===== src/rtl/plsr_pkg.sv =====
package plsr_pkg;
  localparam int RND_W  = 8;
  localparam int PROB_W = RND_W + 1;

  typedef logic [RND_W-1:0]  rnd_t;
  typedef logic [PROB_W-1:0] prob_t;

  // Maximal-length step: taps 8,6,5,4 expressed as bits 7,5,4,3.
  function automatic rnd_t rnd_step(rnd_t s);
    return {s[RND_W-2:0], s[7] ^ s[5] ^ s[4] ^ s[3]};
  endfunction

  // Flip when the random byte falls strictly below the probability word.
  function automatic logic flip_decide(rnd_t r, prob_t p);
    return {1'b0, r} < p;
  endfunction
endpackage


===== src/rtl/plsr_gate_sync.sv =====
module plsr_gate_sync #(
  parameter int SYNC_STAGES = 2
) (
  input  logic clk,
  input  logic rst_n,
  input  logic gate_in,
  output logic fall_o
);
  logic [SYNC_STAGES-1:0] chain;
  logic                   settled_w;
  logic                   prev_q;

  generate
    for (genvar i = 0; i < SYNC_STAGES; i++) begin : g_sync
      if (i == 0) begin : g_first
        always_ff @(posedge clk or negedge rst_n) begin
          if (!rst_n) chain[0] <= 1'b0;
          else        chain[0] <= gate_in;
        end
      end else begin : g_next
        always_ff @(posedge clk or negedge rst_n) begin
          if (!rst_n) chain[i] <= 1'b0;
          else        chain[i] <= chain[i-1];
        end
      end
    end
  endgenerate

  assign settled_w = chain[SYNC_STAGES-1];

  always_ff @(posedge clk or negedge rst_n) begin
    if (!rst_n) prev_q <= 1'b0;
    else        prev_q <= settled_w;
  end

  assign fall_o = prev_q & ~settled_w;

  // one falling edge yields exactly one single-cycle detect pulse
  a_r2_fall_single: assert property (@(posedge clk) disable iff (!rst_n)
    fall_o |=> !fall_o);
endmodule


===== src/rtl/plsr_rng.sv =====
module plsr_rng
  import plsr_pkg::*;
#(
  parameter rnd_t SEED = 8'h5B
) (
  input  logic clk,
  input  logic rst_n,
  output rnd_t rnd_o
);
  rnd_t state_q;

  always_ff @(posedge clk or negedge rst_n) begin
    if (!rst_n) state_q <= SEED;
    else        state_q <= rnd_step(state_q);
  end

  assign rnd_o = state_q;

  // the random source never locks up at zero
  a_r9_rng_nonzero: assert property (@(posedge clk) disable iff (!rst_n)
    rnd_o != '0);
endmodule


===== src/rtl/plsr_ring.sv =====
module plsr_ring #(
  parameter int               STAGES = 8,
  parameter logic [STAGES-1:0] SEED  = 8'h5B
) (
  input  logic              clk,
  input  logic              rst_n,
  input  logic              load_i,
  input  logic [STAGES-1:0] seed_i,
  input  logic              shift_i,
  input  logic              invert_i,
  output logic [STAGES-1:0] stage_o
);
  logic [STAGES-1:0] ring_q;
  logic              entry_w;

  assign entry_w = ring_q[STAGES-1] ^ invert_i;

  always_ff @(posedge clk or negedge rst_n) begin
    if (!rst_n)       ring_q <= SEED;
    else if (load_i)  ring_q <= seed_i;
    else if (shift_i) ring_q <= {ring_q[STAGES-2:0], entry_w};
  end

  assign stage_o = ring_q;

  // no shift and no load leaves the ring untouched
  a_r2_hold: assert property (@(posedge clk) disable iff (!rst_n)
    (!load_i && !shift_i) |=> $stable(stage_o));

  // upper stages take their lower neighbours on a shift
  a_r3_carry: assert property (@(posedge clk) disable iff (!rst_n)
    (shift_i && !load_i) |=> stage_o[STAGES-1:1] == $past(stage_o[STAGES-2:0]));

  // a load wins over a shift in the same cycle
  a_r7_load_wins: assert property (@(posedge clk) disable iff (!rst_n)
    load_i |=> stage_o == $past(seed_i));
endmodule


===== src/rtl/plsr_top.sv =====
module plsr_top
  import plsr_pkg::*;
#(
  parameter int               STAGES      = 8,
  parameter int               SYNC_STAGES = 2,
  parameter logic [STAGES-1:0] SEED_INIT  = 8'h5B
) (
  input  logic              clk,
  input  logic              rst_n,
  input  logic              seed_load,
  input  logic [STAGES-1:0] seed_value,
  input  logic              gate_in,
  input  logic [PROB_W-1:0] flip_prob,
  output logic [STAGES-1:0] stage_q,
  output logic [STAGES-1:0] level_o
);
  localparam rnd_t  RNG_SEED  = rnd_t'(SEED_INIT);
  localparam prob_t FULL_PROB = prob_t'(1 << RND_W);

  logic shift_w;
  logic flip_w;
  rnd_t rnd_w;
  logic [STAGES-1:0] ring_w;
  logic [STAGES-1:0] level_q;

  plsr_gate_sync #(.SYNC_STAGES(SYNC_STAGES)) u_sync (
    .clk    (clk),
    .rst_n  (rst_n),
    .gate_in(gate_in),
    .fall_o (shift_w)
  );

  plsr_rng #(.SEED(RNG_SEED)) u_rng (
    .clk  (clk),
    .rst_n(rst_n),
    .rnd_o(rnd_w)
  );

  assign flip_w = flip_decide(rnd_w, flip_prob);

  plsr_ring #(.STAGES(STAGES), .SEED(SEED_INIT)) u_ring (
    .clk     (clk),
    .rst_n   (rst_n),
    .load_i  (seed_load),
    .seed_i  (seed_value),
    .shift_i (shift_w),
    .invert_i(flip_w),
    .stage_o (ring_w)
  );

  always_ff @(posedge clk or negedge rst_n) begin
    if (!rst_n) level_q <= SEED_INIT;
    else        level_q <= ring_w;
  end

  assign stage_q = ring_w;
  assign level_o = level_q;

  // at zero probability the returning bit is kept
  a_r5_locked: assert property (@(posedge clk) disable iff (!rst_n)
    (shift_w && !seed_load && flip_prob == '0) |=> stage_q[0] == $past(stage_q[STAGES-1]));

  // at full scale the returning bit is always complemented
  a_r6_always_flip: assert property (@(posedge clk) disable iff (!rst_n)
    (shift_w && !seed_load && flip_prob >= FULL_PROB) |=> stage_q[0] != $past(stage_q[STAGES-1]));

  // packed value lags the ring by one clock
  a_r8_packed_lag: assert property (@(posedge clk) disable iff (!rst_n)
    1'b1 |=> level_o == $past(stage_q));
endmodule


===== config.mk =====
export PLATFORM = sky130hd
export DESIGN_NAME = plsr_top
export DESIGN_NICKNAME = d
export VERILOG_FILES = /design/src/rtl/plsr_pkg.sv /design/src/rtl/plsr_gate_sync.sv /design/src/rtl/plsr_rng.sv /design/src/rtl/plsr_ring.sv /design/src/rtl/plsr_top.sv
export SDC_FILE = /design/constraint.sdc
export NUM_CORES = 1
export LEC_CHECK = 0
export ABC_AREA = 1
export BUFFER_PORTS_ARGS = -buffer_cell sky130_fd_sc_hd__buf_2
export CELL_PAD_IN_SITES_DETAIL_PLACEMENT = 1
export CELL_PAD_IN_SITES_GLOBAL_PLACEMENT = 2
export CORE_AREA = 2 2 59 75
export CTS_CLUSTER_DIAMETER = 80
export CTS_CLUSTER_SIZE = 30
export DETAILED_ROUTE_END_ITERATION = 8
export DIE_AREA = 0 0 61 77
export GPL_TIMING_DRIVEN = 0
export PLACE_DENSITY_LB_ADDON = 0.1
export SLEW_MARGIN = 20
export SYNTH_ARGS = -nofsm -noshare
export SYNTH_HDL_FRONTEND = slang
export SYNTH_HIERARCHICAL = 1
export SYNTH_SLANG_ARGS = --single-unit

===== constraint.sdc =====
create_clock -name clk -period 2.5 [get_ports clk]
set_input_delay 0.125 -clock clk [delete_from_list [all_inputs] [get_ports clk]]
set_output_delay 0.125 -clock clk [all_outputs]
set_load 0.01 [all_outputs]

* After elaboration in Yosys (flattened, before gate mapping)
Index checks and enable logic that the tools add are counted.
Widths: inputs -> output; s select.
** Word-level totals
- Logic and storage cells :: 16
- Bits of input ports :: 21
- Flip-flop bits (word level) :: 27
- Output and inout port bits :: 16
** Operators by class
- Reduce and logical (&&, ||, !) cells :: 1
- Order comparisons :: 1
- Bitwise logic cells :: 6
- Multiplexer cells :: 2
** Operators by type and width (count)
- $mux 8 :: 2
- $lt 8x9->1 :: 1
- $xor 1x1->1 :: 4
- $reduce_bool 2->1 :: 1
- $and 1x1->1 :: 1
- $not 1->1 :: 1

* Depth between registers and ports, before layout
- Depth after elaboration :: 4
- Mapped depth :: 11
- Depth with buffers taken out :: 11

* By module
Netlist, hierarchy kept.
** Modules (own cells, without submodules)
- plsr_top :: cells an instance 49, times used 1, area an instance 435.4 um^2, sequential area each 206.4 um^2
- plsr_ring :: cells an instance 49, times used 1, area an instance 389.1 um^2, sequential area each 206.4 um^2
- plsr_rng :: cells an instance 25, times used 1, area an instance 277.8 um^2, sequential area each 206.4 um^2
- plsr_gate_sync :: cells an instance 5, times used 1, area an instance 85.1 um^2, sequential area each 75.1 um^2

* Least setup slack after synthesis
No wires, ideal clock.
- Path type :: register -> register
- Start :: reg u_rng.state_q[4], in the netlist u_rng/rnd_o[4]
- End :: reg u_ring.ring_q[0], in the netlist u_ring/stage_o[0]
- Cell stages (with the launch flop) :: 11
- Buffers on the path :: 0
- Library setup time :: 0.061 ns
- Clock period less this slack :: 1.409 ns
- Arrival time :: 1.349 ns
- Data required time :: 2.439 ns
- Slack :: 1.091 ns
- Cell sequence :: dfstp_2 ha_1 nand2_1 nor2_1 nand3_1 nand2_1 nor2_1 inv_1 nand2_1 nand3_2 nand2_1
** Between the ends
- Word-level cells in the longest chain between the ends :: 4
** Ends and longest elaborated chain
- from (decl) :: line plsr_rng.sv:10 : rnd_t state_q;
- from (signal assigned) :: line plsr_rng.sv:14 : else state_q <= rnd_step(state_q);
- $lt 8x9->1 :: line plsr_pkg.sv:15 : return {1'b0, r} < p;
- net flip_w :: line plsr_top.sv:21 : logic flip_w;
- $xor 1x1->1 :: line plsr_ring.sv:16 : assign entry_w = ring_q[STAGES-1] ^ invert_i;
- $mux 8 :: line plsr_ring.sv:21 : else if (shift_i) ring_q <= {ring_q[STAGES-2:0], entry_w};
- $mux 8 :: line plsr_ring.sv:20 : else if (load_i) ring_q <= seed_i;
- to (signal assigned) :: line plsr_ring.sv:20
- to (signal assigned) :: line plsr_ring.sv:21
- to (decl) :: line plsr_ring.sv:13 : logic [STAGES-1:0] ring_q;
The timed path passes the listed nets, and every way through them passes these cells. The select of a mux whose other input is x is not followed.
A chain may end at the register's enable or synchronous reset.

* Worst setup path in the final report
Same ends and word-level chain as after synthesis.

==> reports/metrics.cfg <==
[sta]
fin_crit_sh_pct = 63.0
setup_violations = 0
worst_slack_ns = 0.924
holdWs_ns = 0.0669
fin_worst_skew_ns = 0.00266
grt_setup_unrepaired = false
finalSetupTns_ns = 0
final_hold_viol_count = 0
worst_slew_pin_slew_ns = 0.578
fmaxAchievable_mhz = 635
relSlewSlack_pct = 61.5
slew_viol_final = 0
layout_min_cycle_time_ns = 1.58

[logic_synthesis]
postSynthAreaPerCell_um2 = 9.28
ys_async_sr_fraction_pct = 100
synth_seq_cells = 27
yosysMostFrequentCell = nand2_1
synthCells = 128
synth_top_family_by_area = simple AND/OR/NAND/NOR gates
syn_area_um2 = 1190
synth_cell_types = 14
synth_area_leaders = dfstp_2 (33%), dfrtp_1 (25%), nand2_1 (15%)
synth_mux_area_share_pct = 0
synth_area_leader_cell = dfstp_2
synth-xor-area-share_pct = 0.738
yosysSeqAreaShare_pct = 58.5
yosys.area_share.adder_pct = 7.38
synthTopCellsByCount = nand2_1 (46), inv_1 (23), dfstp_2 (15)
synth_top_cell_area_share_pct = 33.2
synth-edff-count = 0
yosys_warnings = 6
syn_nets = 156
synth-simple-area-share_pct = 23.0
synth_ff_type = dfstp_2
synth-compound-area-share_pct = 2.21

[worst_setup_path]
path_class = reg -> reg
cp_cell_sequence = ha_1 > nand2_1 > inv_1 > nand2_1 > a21oi_1 > nor2_1 > inv_1 > nand2_1 > nand3_2 > nand2_1
critPathMaxStageDelay_ns = 0.58
arrival_ns = 1.79
endpoint_kind = flip-flop
cp-start-kind = flip-flop
cp.required_ns = 2.71
crit_fanout = 5
crit_family = flip-flops
worst_path_most_repeated_cell = nand2_1
worst-path-buf-inv = 2
slowest_stage = dfstp_2

[clock_network]
h-tree-depth = 1
postCtsSetupRepairBufs = 0
cts.clk_slew.worst_paths_ns = 0.09
clk_latency_ns = 0.27
max-clock-path-buffers = 2
cts_tree = built
clock-sinks = 27
cts_root_buf = clkbuf_8
cts_buffers = 3

[grt]
grt_max_degree = 28
antenna_found_initial = 0
track_usage_pct = 12.2
grt_pass1_wl_mm = 4.35
overflow = 0
grt_pass1_vias = 997

[layout]
final_util_pct = 37.5
diodes = 0
nNetsFinal = 198
final_cells = 225
multi_input_area_um2 = 395
drive_gt1_share_pct = 36.1
n_fill_cell = 496
design_area_um2 = 1500
register_area_um2 = 694
area_growth_pct = 26.2

[die]
core_area_um2 = 4000
ioPinCount = 37
die_h_um = 77
die_w_um = 61
dieArea_um2 = 4700
start_util_pct = 29.7
row_count = 26

[route]
via_per_inst = 4.18
drtPass1Iterations = 2
drt_iter0_markers = 15
routed_wl_mm = 2.45
drc_errors = 0
via_count = 941
routedWlPerCell_um = 10.9
ant_nets = 0

[placement]
dp.cells = 219
preCtsSetupSlack_ns = 0.908
dp_hpwl_mm = 1.92
portBuffers = 35
placed_cell_area_um2 = 1430
globalplace.congestion = 0.628

[run_status]
status = finished, final reports clean

[run]
maxCapViolations = 0

[power]
power_uw = 847
p_leak_nw = 0.805
power_density_nw_per_um2 = 565
vdd_drop_max_uv = 338

[worst_hold_path]
hp-class = in -> reg

==> layout by cell type (no fill, tap or decap), types with 2 or more instances in the layout <==
cell	instances
inv_1	23
clkbuf_8	3
dfrtp_1	12
a21oi_1	3
nand3_1	8
dlygate4sd3_1	2
nor2_2	4
buf_2	35
dfstp_2	15
ha_1	7
nand2_1	46
nor2_1	5
==> layer usage <==
layer | up-vias | GRT usage (%) | part of all wire, %
met1 | 445 | 14.4 | 42
li1 | 467 | - | -
met2 | 25 | 20.9 | 52
met5 | - | 0 | 0
met4 | 0 | 5.22 | 1.4
met3 | 4 | 2.02 | 5.0
==> cell type report <==
type / instances / area share (%)
Tap cell: 56 / 4.67
Timing Repair Buffer: 37 / 13.0
Sequential cell: 27 / 46.3
Inverter: 23 / 5.76
Multi-Input combinational cell: 77 / 26.4
Clock inverter: 1 / 0.334
Buffer: 1 / 0.751
Clock buffer: 3 / 2.75
==> power by group <==
group / internal [mW] / total [mW] / switching [mW] / leakage, nW
Combinational: 0.0471 / 0.108 / 0.0610 / 0.473
Clock: 0.111 / 0.241 / 0.129 / 0.0255
Sequential: 0.479 / 0.498 / 0.0187 / 0.307
Total: 0.638 / 0.847 / 0.209 / 0.805
==> cells by family after synthesis <==
logic type                 after synthesis
and+or+nand+nor                         65
xor gates and xnor gates                 1
AOI/OAI and AO/OA                        4
DFF                                     27
adders and majority gates                7
buffers and inverters                   24
==> flip-flops by register name, summed over array words and instances (netlist names) <==
signal / count
u_sync/prev_q: 1
level_o: 8
u_sync/settled_w: 1
u_ring/stage_o: 8
u_sync/chain: 1
u_rng/rnd_o: 8
==> worst reg2reg max path, cell delays in order, from the launching register on <==
cell     delay (ns)
dfstp_2        0.58
ha_1           0.25
nand2_1        0.09
inv_1          0.04
nand2_1        0.07
a21oi_1        0.06
nor2_1         0.16
inv_1          0.06
nand2_1        0.07
nand3_2        0.06
nand2_1        0.08
==> worst paths after layout <==
check                                 from                 to  slack, ns  cells past startpoint
max                         u_rng/rnd_o[4]  u_ring/stage_o[0]       0.92                     10
min                          seed_value[5]  u_ring/stage_o[5]       0.07                      3
max reg2reg                 u_rng/rnd_o[4]  u_ring/stage_o[0]       0.92                     10
min reg2reg                u_sync/chain[0]   u_sync/settled_w       0.36                      0
max in group asynchronous            rst_n  u_ring/stage_o[0]       1.73                      2
min in group asynchronous            rst_n  u_ring/stage_o[5]       0.38                      2
==> what timing repair did <==
action	4_1_cts	5_1_grt
hold buffers	2	0
gates resized for setup	0	0
endpoints found under the hold margin	13	0
Power figures use the tool's default switching activity.
